==> src/rtl/fft_sdf_pkg.sv <==
package fft_sdf_pkg;

  localparam real PI_R = 3.14159265358979323846;

  // feedback length of stage s in a transform of 2**lg points
  function automatic int stage_len(input int lg, input int s);
    return 1 << (lg - 1 - s);
  endfunction

  // number of accepted samples between frame start at the input and at stage s
  function automatic int stage_off(input int lg, input int s);
    int acc;
    acc = 0;
    for (int i = 0; i < s; i++) acc += stage_len(lg, i) + 1;
    return acc;
  endfunction

  // total latency from input sample 0 to output slot 0
  function automatic int pipe_lat(input int lg);
    return stage_off(lg, lg);
  endfunction

  // quantized cos(2*pi*k/N), truncated toward zero
  function automatic int tw_re_q(input int lg, input int k, input int frac);
    real ang;
    ang = 2.0 * PI_R * real'(k) / real'(1 << lg);
    return $rtoi($cos(ang) * real'(1 << frac));
  endfunction

  // quantized -sin(2*pi*k/N), truncated toward zero
  function automatic int tw_im_q(input int lg, input int k, input int frac);
    real ang;
    ang = 2.0 * PI_R * real'(k) / real'(1 << lg);
    return $rtoi(-$sin(ang) * real'(1 << frac));
  endfunction

endpackage

==> src/rtl/fft_sdf_ctrl.sv <==
module fft_sdf_ctrl #(
  parameter int CW  = 4,
  parameter int LAT = 19
) (
  input  logic          clk,
  input  logic          rst_n,
  input  logic          adv,
  output logic [CW-1:0] cnt,
  output logic          filled
);
  localparam int FW = $clog2(LAT + 1);

  logic [FW-1:0] fill_q;

  always_ff @(posedge clk or negedge rst_n) begin
    if (!rst_n) begin
      cnt    <= '0;
      fill_q <= '0;
    end else if (adv) begin
      cnt <= cnt + 1'b1;
      if (fill_q != FW'(LAT)) fill_q <= fill_q + 1'b1;
    end
  end

  assign filled = (fill_q == FW'(LAT));

  // once primed the pipeline never reports empty again
  assert_fill_sticky_R1: assert property (@(posedge clk) disable iff (!rst_n)
    filled |=> filled);

endmodule

==> src/rtl/fft_sdf_bfly.sv <==
module fft_sdf_bfly #(
  parameter int DW = 9,
  parameter int L  = 8
) (
  input  logic                 clk,
  input  logic                 rst_n,
  input  logic                 adv,
  input  logic                 sel,
  input  logic signed [DW-1:0] x_re,
  input  logic signed [DW-1:0] x_im,
  output logic signed [DW-1:0] y_re,
  output logic signed [DW-1:0] y_im
);
  localparam int EW = DW + 1;

  logic signed [DW-1:0] dl_re [L];
  logic signed [DW-1:0] dl_im [L];
  logic signed [DW-1:0] tail_re, tail_im;
  logic signed [EW-1:0] a_re, a_im, b_re, b_im;
  logic signed [DW-1:0] sum_re, sum_im, dif_re, dif_im;
  logic signed [DW-1:0] push_re, push_im;

  assign tail_re = dl_re[L-1];
  assign tail_im = dl_im[L-1];
  assign a_re    = EW'(tail_re);
  assign a_im    = EW'(tail_im);
  assign b_re    = EW'(x_re);
  assign b_im    = EW'(x_im);

  // halved butterfly, truncated toward minus infinity
  assign sum_re = DW'((a_re + b_re) >>> 1);
  assign sum_im = DW'((a_im + b_im) >>> 1);
  assign dif_re = DW'((a_re - b_re) >>> 1);
  assign dif_im = DW'((a_im - b_im) >>> 1);

  assign y_re    = sel ? sum_re : tail_re;
  assign y_im    = sel ? sum_im : tail_im;
  assign push_re = sel ? dif_re : x_re;
  assign push_im = sel ? dif_im : x_im;

  always_ff @(posedge clk or negedge rst_n) begin
    if (!rst_n) begin
      for (int i = 0; i < L; i++) begin
        dl_re[i] <= '0;
        dl_im[i] <= '0;
      end
    end else if (adv) begin
      dl_re[0] <= push_re;
      dl_im[0] <= push_im;
      for (int i = 1; i < L; i++) begin
        dl_re[i] <= dl_re[i-1];
        dl_im[i] <= dl_im[i-1];
      end
    end
  end

  // a stalled pipeline leaves the feedback line untouched
  assert_line_hold_R7: assert property (@(posedge clk) disable iff (!rst_n)
    !adv |=> ($stable(tail_re) && $stable(tail_im)));

endmodule

==> src/rtl/fft_sdf_twiddle.sv <==
module fft_sdf_twiddle
  import fft_sdf_pkg::*;
#(
  parameter int DW      = 9,
  parameter int LOG2N   = 4,
  parameter int TW_W    = 10,
  parameter int TW_FRAC = 8,
  parameter int EXPW    = 3
) (
  input  logic                 clk,
  input  logic                 rst_n,
  input  logic                 adv,
  input  logic [EXPW-1:0]      ex,
  input  logic signed [DW-1:0] y_re,
  input  logic signed [DW-1:0] y_im,
  output logic signed [DW-1:0] z_re,
  output logic signed [DW-1:0] z_im
);
  localparam int ROMD = 1 << EXPW;
  localparam int PW   = DW + TW_W + 1;
  localparam int HI   = TW_FRAC + DW - 1;

  logic signed [TW_W-1:0] rom_c [ROMD];
  logic signed [TW_W-1:0] rom_s [ROMD];

  genvar k;
  generate
    for (k = 0; k < ROMD; k++) begin : g_rom
      localparam int CV = tw_re_q(LOG2N, k, TW_FRAC);
      localparam int SV = tw_im_q(LOG2N, k, TW_FRAC);
      assign rom_c[k] = TW_W'(CV);
      assign rom_s[k] = TW_W'(SV);
    end
  endgenerate

  logic signed [PW-1:0] yr_w, yi_w, c_w, s_w, p_re, p_im;

  assign yr_w = PW'(y_re);
  assign yi_w = PW'(y_im);
  assign c_w  = PW'(rom_c[ex]);
  assign s_w  = PW'(rom_s[ex]);

  assign p_re = yr_w * c_w - yi_w * s_w;
  assign p_im = yr_w * s_w + yi_w * c_w;

  // drop fraction bits by truncation toward minus infinity
  assign z_re = DW'(p_re >>> TW_FRAC);
  assign z_im = DW'(p_im >>> TW_FRAC);

  // the kept word carries the full product
  assert_no_overflow_R3: assert property (@(posedge clk) disable iff (!rst_n)
    adv |-> (((&p_re[PW-1:HI]) || !(|p_re[PW-1:HI])) &&
             ((&p_im[PW-1:HI]) || !(|p_im[PW-1:HI]))));

endmodule

==> src/rtl/fft_sdf16.sv <==
module fft_sdf16
  import fft_sdf_pkg::*;
#(
  parameter int DW      = 9,
  parameter int LOG2N   = 4,
  parameter int TW_W    = 10,
  parameter int TW_FRAC = 8
) (
  input  logic                 clk,
  input  logic                 rst_n,
  input  logic                 in_valid,
  output logic                 in_ready,
  input  logic signed [DW-1:0] in_re,
  input  logic signed [DW-1:0] in_im,
  output logic                 out_valid,
  input  logic                 out_ready,
  output logic signed [DW-1:0] out_re,
  output logic signed [DW-1:0] out_im,
  output logic                 out_first
);
  localparam int EXPW   = LOG2N - 1;
  localparam int LAT    = pipe_lat(LOG2N);
  localparam int LAST_K = stage_len(LOG2N, LOG2N - 1) + 1;

  logic             adv, filled;
  logic [LOG2N-1:0] cnt, last_k;

  logic signed [DW-1:0] st_in_re [LOG2N];
  logic signed [DW-1:0] st_in_im [LOG2N];
  logic signed [DW-1:0] st_q_re  [LOG2N];
  logic signed [DW-1:0] st_q_im  [LOG2N];

  assign adv      = in_valid && out_ready;
  assign in_ready = out_ready;

  fft_sdf_ctrl #(.CW(LOG2N), .LAT(LAT)) u_ctrl (
    .clk    (clk),
    .rst_n  (rst_n),
    .adv    (adv),
    .cnt    (cnt),
    .filled (filled)
  );

  assign st_in_re[0] = in_re;
  assign st_in_im[0] = in_im;

  genvar s;
  generate
    for (s = 0; s < LOG2N; s++) begin : g_stage
      localparam int L   = stage_len(LOG2N, s);
      localparam int OFF = stage_off(LOG2N, s);

      logic [LOG2N-1:0]     k_loc;
      logic                 sel;
      logic signed [DW-1:0] y_re, y_im, z_re, z_im, q_re, q_im;

      assign k_loc = cnt - LOG2N'(OFF);
      assign sel   = k_loc[LOG2N-1-s];

      if (s > 0) begin : g_link
        assign st_in_re[s] = st_q_re[s-1];
        assign st_in_im[s] = st_q_im[s-1];
      end

      fft_sdf_bfly #(.DW(DW), .L(L)) u_bf (
        .clk   (clk),
        .rst_n (rst_n),
        .adv   (adv),
        .sel   (sel),
        .x_re  (st_in_re[s]),
        .x_im  (st_in_im[s]),
        .y_re  (y_re),
        .y_im  (y_im)
      );

      if (s < LOG2N - 1) begin : g_tw
        logic [EXPW-1:0] ex;
        assign ex = sel ? '0 : EXPW'((k_loc & LOG2N'(L - 1)) << s);

        fft_sdf_twiddle #(
          .DW(DW), .LOG2N(LOG2N), .TW_W(TW_W), .TW_FRAC(TW_FRAC), .EXPW(EXPW)
        ) u_tw (
          .clk   (clk),
          .rst_n (rst_n),
          .adv   (adv),
          .ex    (ex),
          .y_re  (y_re),
          .y_im  (y_im),
          .z_re  (z_re),
          .z_im  (z_im)
        );
      end else begin : g_pass
        assign z_re   = y_re;
        assign z_im   = y_im;
        assign last_k = k_loc;
      end

      always_ff @(posedge clk or negedge rst_n) begin
        if (!rst_n) begin
          q_re <= '0;
          q_im <= '0;
        end else if (adv) begin
          q_re <= z_re;
          q_im <= z_im;
        end
      end

      assign st_q_re[s] = q_re;
      assign st_q_im[s] = q_im;
    end
  endgenerate

  assign out_re    = st_q_re[LOG2N-1];
  assign out_im    = st_q_im[LOG2N-1];
  assign out_valid = filled && in_valid;
  assign out_first = out_valid && (last_k == LOG2N'(LAST_K));

  // input contract, both parts inside [-1, 1)
  assert_in_range_R3: assert property (@(posedge clk) disable iff (!rst_n)
    in_valid |-> ((in_re[DW-1] == in_re[DW-2]) && (in_im[DW-1] == in_im[DW-2])));

  // an offered result that is not taken holds its value
  assert_stall_hold_R7: assert property (@(posedge clk) disable iff (!rst_n)
    (out_valid && !out_ready) |=> ($stable(out_re) && $stable(out_im)));

  // a frame start is followed by a slot that is not a frame start
  assert_first_alone_R6: assert property (@(posedge clk) disable iff (!rst_n)
    (out_first && adv) |=> !out_first);

endmodule

==> config.mk <==
export PLATFORM = sky130hd
export DESIGN_NAME = fft_sdf16
export DESIGN_NICKNAME = d
export VERILOG_FILES = /design/src/rtl/fft_sdf_pkg.sv /design/src/rtl/fft_sdf_ctrl.sv /design/src/rtl/fft_sdf_bfly.sv /design/src/rtl/fft_sdf_twiddle.sv /design/src/rtl/fft_sdf16.sv
export SDC_FILE = /design/constraint.sdc
export NUM_CORES = 2
export LEC_CHECK = 0
export BUFFER_PORTS_ARGS = -buffer_cell sky130_fd_sc_hd__buf_2
export CAP_MARGIN = 10
export CORE_UTILIZATION = 36
export DETAILED_ROUTE_END_ITERATION = 8
export HOLD_SLACK_MARGIN = 0.05
export MAX_ROUTING_LAYER = met4
export PLACE_DENSITY = 0.57
export SLEW_MARGIN = 20
export SYNTH_ARGS = -nofsm -noshare
export SYNTH_HDL_FRONTEND = slang
export SYNTH_SLANG_ARGS = --single-unit
==> constraint.sdc <==
create_clock -name clk -period 16.85 [get_ports clk]
set_input_delay 0.8425 -clock clk [delete_from_list [all_inputs] [get_ports clk]]
set_output_delay 0.8425 -clock clk [all_outputs]
set_load 0.05 [all_outputs]
After elaboration in Yosys (flattened, before gate mapping). Memories as Yosys holds them, arrays and structs flattened. Index checks and enable logic that the tools add are counted.

Magnitude comparators: 3. Multiplexer cells: 31. Reduce and logical (&&, ||, !) cells: 4. Bitwise gates (word level): 3. Multiply operators: 12. Eq/ne operators: 3. Add/subtract/negate cells: 27.

Operators by type and width (count): $mul A9 B10 Y17 (12); $mux W9 (16); $mux W10 (12); $add A9 B9 Y10 (8); $sub A9 B9 Y10 (8); $add A17 B17 Y17 (3); $sub A17 B17 Y17 (3); $ge A4 B4 Y1 const B (3); $not A3 Y4 (3); $mux W3 (3); $add A5 B1 Y5 const B (1); $eq A5 B5 Y1 const B (1); $ne A5 B5 Y1 const B (1); $add A4 B1 Y4 const B (1); $eq A4 B2 Y1 const B (1); $sub A4 B1 Y4 const B (1); $logic_and A1 B1 Y1 (3); $sub A3 B1 Y3 const B (1); $reduce_and A2 Y1 (1); $sub A2 B2 Y2 const B (1).

Word-level logic and storage cells: 129. Input bits: 22. Memories kept: 6. Output and inout port bits: 21. Register bits after elaboration: 351. ROM bits: 480.

Memory list: (name not given) (depth 8, width 10, read ports 1, clocked after memory_dff 0, write ports 0, RTL line fft_sdf_twiddle.sv:40) `assign c_w = PW'(rom_c[ex]);`; (name not given) (depth 8, width 10, read ports 1, clocked after memory_dff 0, write ports 0, RTL line fft_sdf_twiddle.sv:41) `assign s_w = PW'(rom_s[ex]);`; (name not given) (depth 8, width 10, read ports 1, clocked after memory_dff 0, write ports 0, RTL line fft_sdf_twiddle.sv:40); (name not given) (depth 8, width 10, read ports 1, clocked after memory_dff 0, write ports 0, RTL line fft_sdf_twiddle.sv:41); (name not given) (depth 8, width 10, read ports 1, clocked after memory_dff 0, write ports 0, RTL line fft_sdf_twiddle.sv:41); (name not given) (depth 8, width 10, read ports 1, clocked after memory_dff 0, write ports 0, RTL line fft_sdf_twiddle.sv:40).

Longest topological paths before layout.
Depth after elaboration: 8. Gate-level depth with buffers: 33. Mapped depth without buffers: 33.

Cells and area by module. From an unflattened synthesis, not the netlist that was laid out.

Cell total of the unflattened synthesis: 5775. Area total of the unflattened synthesis: 56900.8 µm².

Modules (own cells, without submodules): fft_sdf_twiddle (g_stage[2].g_tw.u_tw) (sequential area each 0.0 µm², instances 1, cells each 1288, area an instance 12082.8 µm²); fft_sdf_twiddle (g_stage[1].g_tw.u_tw) (sequential area each 0.0 µm², instances 1, cells each 1285, area an instance 11994.0 µm²); fft_sdf_twiddle (g_stage[0].g_tw.u_tw) (sequential area each 0.0 µm², instances 1, cells each 1288, area an instance 11987.7 µm²); fft_sdf_bfly (g_stage[0].u_bf) (sequential area each 3603.5 µm², instances 1, cells each 591, area an instance 7145.6 µm²); fft_sdf_bfly (g_stage[1].u_bf) (sequential area each 1801.7 µm², instances 1, cells each 446, area an instance 4503.1 µm²); fft_sdf16 (sequential area each 1801.7 µm², instances 1, cells each 171, area an instance 3160.5 µm²); fft_sdf_bfly (g_stage[2].u_bf) (sequential area each 900.9 µm², instances 1, cells each 359, area an instance 3141.8 µm²); fft_sdf_bfly (g_stage[3].u_bf) (sequential area each 450.4 µm², instances 1, cells each 318, area an instance 2479.9 µm²); fft_sdf_ctrl (sequential area each 225.2 µm², instances 1, cells each 29, area an instance 405.4 µm²).

Worst setup path after synthesis. OpenSTA, ideal clock, no wires.

Kind: input to register. Start: in in_re[1]. End: reg g_stage[0].q_re[8]. Path slack: 8.886 ns. Required time: 16.774 ns. Path buffers: 0. Setup time: 0.076 ns. Data arrival time: 7.888 ns. Stages on the path: 27. Cells stage by stage: inv_1 -> fa_1 -> or3_1 -> and3_1 -> o21bai_1 -> a21oi_1 -> xnor2_1 -> a21oi_1 -> nand2_1 -> fa_1 -> fa_1 -> inv_1 -> fa_1 -> fa_1 -> fa_1 -> fa_1 -> inv_1 -> fa_1 -> inv_1 -> ha_1 -> inv_1 -> o21a_1 -> o311ai_1 -> o41ai_1 -> o21bai_1 -> xnor3_1 -> o21ai_1.

Longest elaborated chain between the ends: 4.

Ends and longest elaborated chain: start: declaration (RTL line fft_sdf16.sv:13) `input logic signed [DW-1:0] in_re,`; $add A9 B9 Y10 (RTL line fft_sdf_bfly.sv:31) `assign sum_re = DW'((a_re + b_re) >>> 1);`; $mux W9 (RTL line fft_sdf_bfly.sv:36) `assign y_re = sel ? sum_re : tail_re;`; $mul A9 B10 Y17 (RTL line fft_sdf_twiddle.sv:43) `assign p_re = yr_w * c_w - yi_w * s_w;`; $sub A17 B17 Y17 (RTL line fft_sdf_twiddle.sv:43); end signal: assignment (RTL line fft_sdf16.sv:103) `q_re <= z_re;`; end: declaration (RTL line fft_sdf16.sv:55) `logic signed [DW-1:0] y_re, y_im, z_re, z_im, q_re, q_im;`.

Every way passes these cells. A chain may end at the register's enable or synchronous reset.

Worst setup path in the final report.
Start: reg u_ctrl.cnt[3]. End: reg g_stage[0].q_re[8].

Longest elaborated chain between the ends: 7. Elaborated cells between the ends (all ways): 13. Those cells by class: add/sub: 1; mul: 2; mux: 7; bitwise: 1; memory: 2.

Ends and longest elaborated chain: start: declaration (RTL line fft_sdf_ctrl.sv:8) `output logic [CW-1:0] cnt,`; start signal: assignment (RTL line fft_sdf_ctrl.sv:20) `cnt <= cnt + 1'b1;`; $mux W3 (RTL line fft_sdf16.sv:78) `assign ex = sel ? '0 : EXPW'((k_loc & LOG2N'(L - 1)) << s);`; $not A3 Y4 (implied by the code) (RTL line fft_sdf_twiddle.sv:40, fft_sdf_twiddle.sv:41); $mem_v2 Z8 W10 (on tied branches); $mux W10 (on tied branches) (2 in a row) (RTL line fft_sdf_twiddle.sv:40, fft_sdf_twiddle.sv:41); $mul A9 B10 Y17 (RTL line fft_sdf_twiddle.sv:43); $sub A17 B17 Y17 * (RTL line fft_sdf_twiddle.sv:43).

Every way passes the cells marked *; elsewhere a longest branch is shown, timed or not. The select of a mux whose other input is x is not followed.

==> summary.txt <==
Setup path
  • CP max stage delay: 760 ps
  • Reg-to-Reg End: g_stage[0].q_re[8]
  • CP arrival: 9790 ps
  • Max FO, Critical Path: 21
  • Critical path class: flip-flop to flip-flop
  • Worst r2r src: u_ctrl.cnt[3]
  • Slowest CP cell: dfrtp_2
  • Reg2Reg Depth: 25
  • Reg-to-reg setup timing slack: 7570 ps
  • Largest delay share family, worst path: adder cells
  • Most frequent CP cell: fa_1
  • CP bufs+invs: 7
  • Worst setup EP type: flip-flop
  • Critical Path Stages: 25
  • Startpoint types: flip-flop
  • Worst Path Required: 17360 ps

Min path
  • Worst hold path class: input pin to async pin

Clocking
  • Clock sink count: 351
  • Hold_buf cts: 0
  • Setup bufs post-CTS: 0
  • Skew-Pair Late Insertion Delay: 620 ps
  • CTS buffer count: 42
  • Max H-tree Level: 2
  • Post-CTS sizing: 0
  • CTS root buffer: clkbuf_16
  • CTS tree: yes
  • Reg clk slew, reported paths: 90 ps
  • Clock buffer depth: 3

Drt
  • Routed WL: 112000 um
  • Initial DRC count: 1725
  • # DRC: 0
  • Post-route ant nets: 0
  • First-pass detailed-route iteration total: 7
  • Vias per cell: 4.83
  • WL/cell: 16.8 um
  • Vias after detailed routing: 32.1k

Run
  • Max cap viols: 0

STA
  • Worst setup margin: 7570 ps
  • Setup TNS: 0 ps
  • Setup Skew: 48.4 ps
  • # setup viols final: 0
  • Max-slew violations: 0
  • Final hold violations: 0
  • Rel. slew slack: 27.7%
  • Crit path time final: 9280 ps
  • Worst-margin pin slew: 1080 ps
  • Fmax: 108 MHz
  • Period utilisation layout: 55.1%
  • Unrepaired setup endpoints after global routing: false

Logic synthesis
  • Count leader, synth: inv_1
  • Mapped Area: 44900 um^2
  • Syn Inst Count: 5035
  • Top FF cell, synth: dfrtp_1
  • Ys Warns: 0
  • Synth top area share: 27.8%
  • Syn_area_per_cell: 8.92 um^2
  • Post-synth EDFFs: 0
  • Ys async rst share: 100%
  • Commonest cells post-synth: inv_1 (939), nand2_1 (938), fa_1 (624), ha_1 (548), dfrtp_1 (351)
  • Synth top area cells: fa_1 (28%), dfrtp_1 (20%), ha_1 (15%), inv_1 (7.8%), nand2_1 (7.8%)
  • FF+latch count, synth: 351
  • Yosys top cell by area: fa_1
  • Seq/Total Area, Yosys: 19.6%
  • Yosys cell types: 87

Global routing
  • First-pass GRT wire length: 184000 um
  • Total GRT Usage: 19.0%
  • Number of global-route vias before repair: 33.5k
  • Initial antenna violation count: 5
  • Largest net degree at the start of global routing: 226
  • Total gr overflow: 0

Status
  • Status: finished, final reports clean

Floorplanning
  • Initial Util: 36.3%
  • Total core area: 124000 um^2
  • Die Height: 355 um
  • Die width: 355 um
  • Ports: 43
  • Row count: 129
  • Die area: 126000 um^2

Final layout
  • Area growth from synthesis to layout: 7.67%
  • Number of nets in the layout: 6179
  • Layout fillers: 12.6k
  • Layout cells sized above 1: 3.85%
  • Final Cell Area: 48300 um^2

Placement
  • Post-DP HPWL: 89100 um
  • Placed cell areas: 46800 um^2
  • Setup WS pre-CTS: 7750 ps
  • I/O Buffers: 42
  • Routability Congestion: 0.941
-- worst max path at each step --
| stage | startpoint | slack, ps | to |
|---|---|---|---|
| global placement | g_stage[1].u_bf.tail_re[3] | 7800 | g_stage[1].q_re[7] |
| finish | u_ctrl.cnt[3] | 7570 | g_stage[0].q_re[8] |
| CTS | g_stage[1].u_bf.tail_re[3] | 7690 | g_stage[1].q_re[8] |
| global route | g_stage[1].u_bf.tail_re[3] | 7150 | g_stage[1].q_re[7] |
| floorplan | in_re[1] | 8890 | g_stage[0].q_re[8] |
| detailed placement | g_stage[1].u_bf.tail_re[3] | 7750 | g_stage[1].q_re[8] |
-- cell families after synthesis --
| logic type | after synthesis | share of synthesized area, % |
|---|---|---|
| mux | 16 | 0.368 |
| compound gates | 644 | 8.72 |
| simple gates | 1500 | 14.1 |
| other cells | 1 | 0.00835 |
| buf+inv | 1115 | 9.37 |
| xor+xnor | 236 | 4.80 |
| flops | 351 | 19.6 |
| fa+ha+maj | 1172 | 43.1 |
-- registers in the layout, indices dropped and copies added (netlist names) --
signal	count
g_stage.q_re	27
g_stage.q_im	27
u_ctrl.cnt	4
g_stage.u_bf.dl_re	108
out_re	9
g_stage.u_bf.tail_im	27
u_ctrl.fill_q	5
g_stage.u_bf.dl_im	108
out_im	9
g_stage.u_bf.tail_re	27
-- placed cells by master, fill, tap and decap left out, drive strengths merged, types with 6 or more instances in the layout --
cell type	instances
a21boi	8
nor4	11
clkinv	13
o21ai	214
o21a	25
and3	35
a31oi	19
nor2	272
a21oi	194
buf	77
o21bai	31
nand2	941
nor2b	43
clkbuf	53
o31ai	24
nand2b	26
nand4	9
a21o	33
nor3	62
dfrtp	351
xnor2	205
fa	624
mux2i	12
ha	548
nand3b	6
nand3	22
inv	943
or3	10
or2	10
nor3b	7
a211o	7
o211ai	19
bufinv	6
and2	35
xor2	28
a211oi	24
-- per-stage QoR --
stage	utilization, %	std cells	hold WS, ps
6_report	39.1	6659	229
5_1_grt	39.1	6659	308
4_1_cts	39.1	6655	270
3_5_place_dp	37.9	6578	447
3_3_place_gp	37.9	6578	445
2_1_floorplan	-	5036	433
-- worst reg2reg max path: stages, from the launching register on --
cell and delay [ps]:
dfrtp_2 760, clkinv_1 770, buf_4 460, or3_1 430, o31ai_4 630, inv_2 350
nor2_1 270, nand2_1 110, fa_1 520, fa_1 500, inv_1 60, fa_1 480
fa_1 570, fa_1 430, fa_1 500, inv_1 50, fa_1 490, inv_1 40
ha_1 260, inv_1 60, o21a_1 220, o311ai_1 500, o41ai_1 170, o21bai_1 190
xnor3_1 250, o21ai_1 120
-- per-layer routing --
metal  global-route usage, %  routed length, um  vias up
li1                        -                  -    15600
met1                    25.3              51200    15800
met2                    29.8              51500      645
met3                    2.79               5640      181
met4                    5.72               3640        0
met5                       -                  0        -
-- final cells by class --
class	instances	area (um^2)	area share, %
Antenna cell	4	10.0	0.0207
Clock buffer	53	1130	2.34
Clock inverter	24	377	0.779
Inverter	943	3540	7.32
Multi-Input combinational cell	3570	31900	66.1
Sequential cell	351	8790	18.2
Tap cell	1637	2050	4.24
Timing Repair Buffer	77	508	1.05
Power is not shown: default switching activity piles up to over one toggle a cycle in this logic, so the estimate is an artifact.
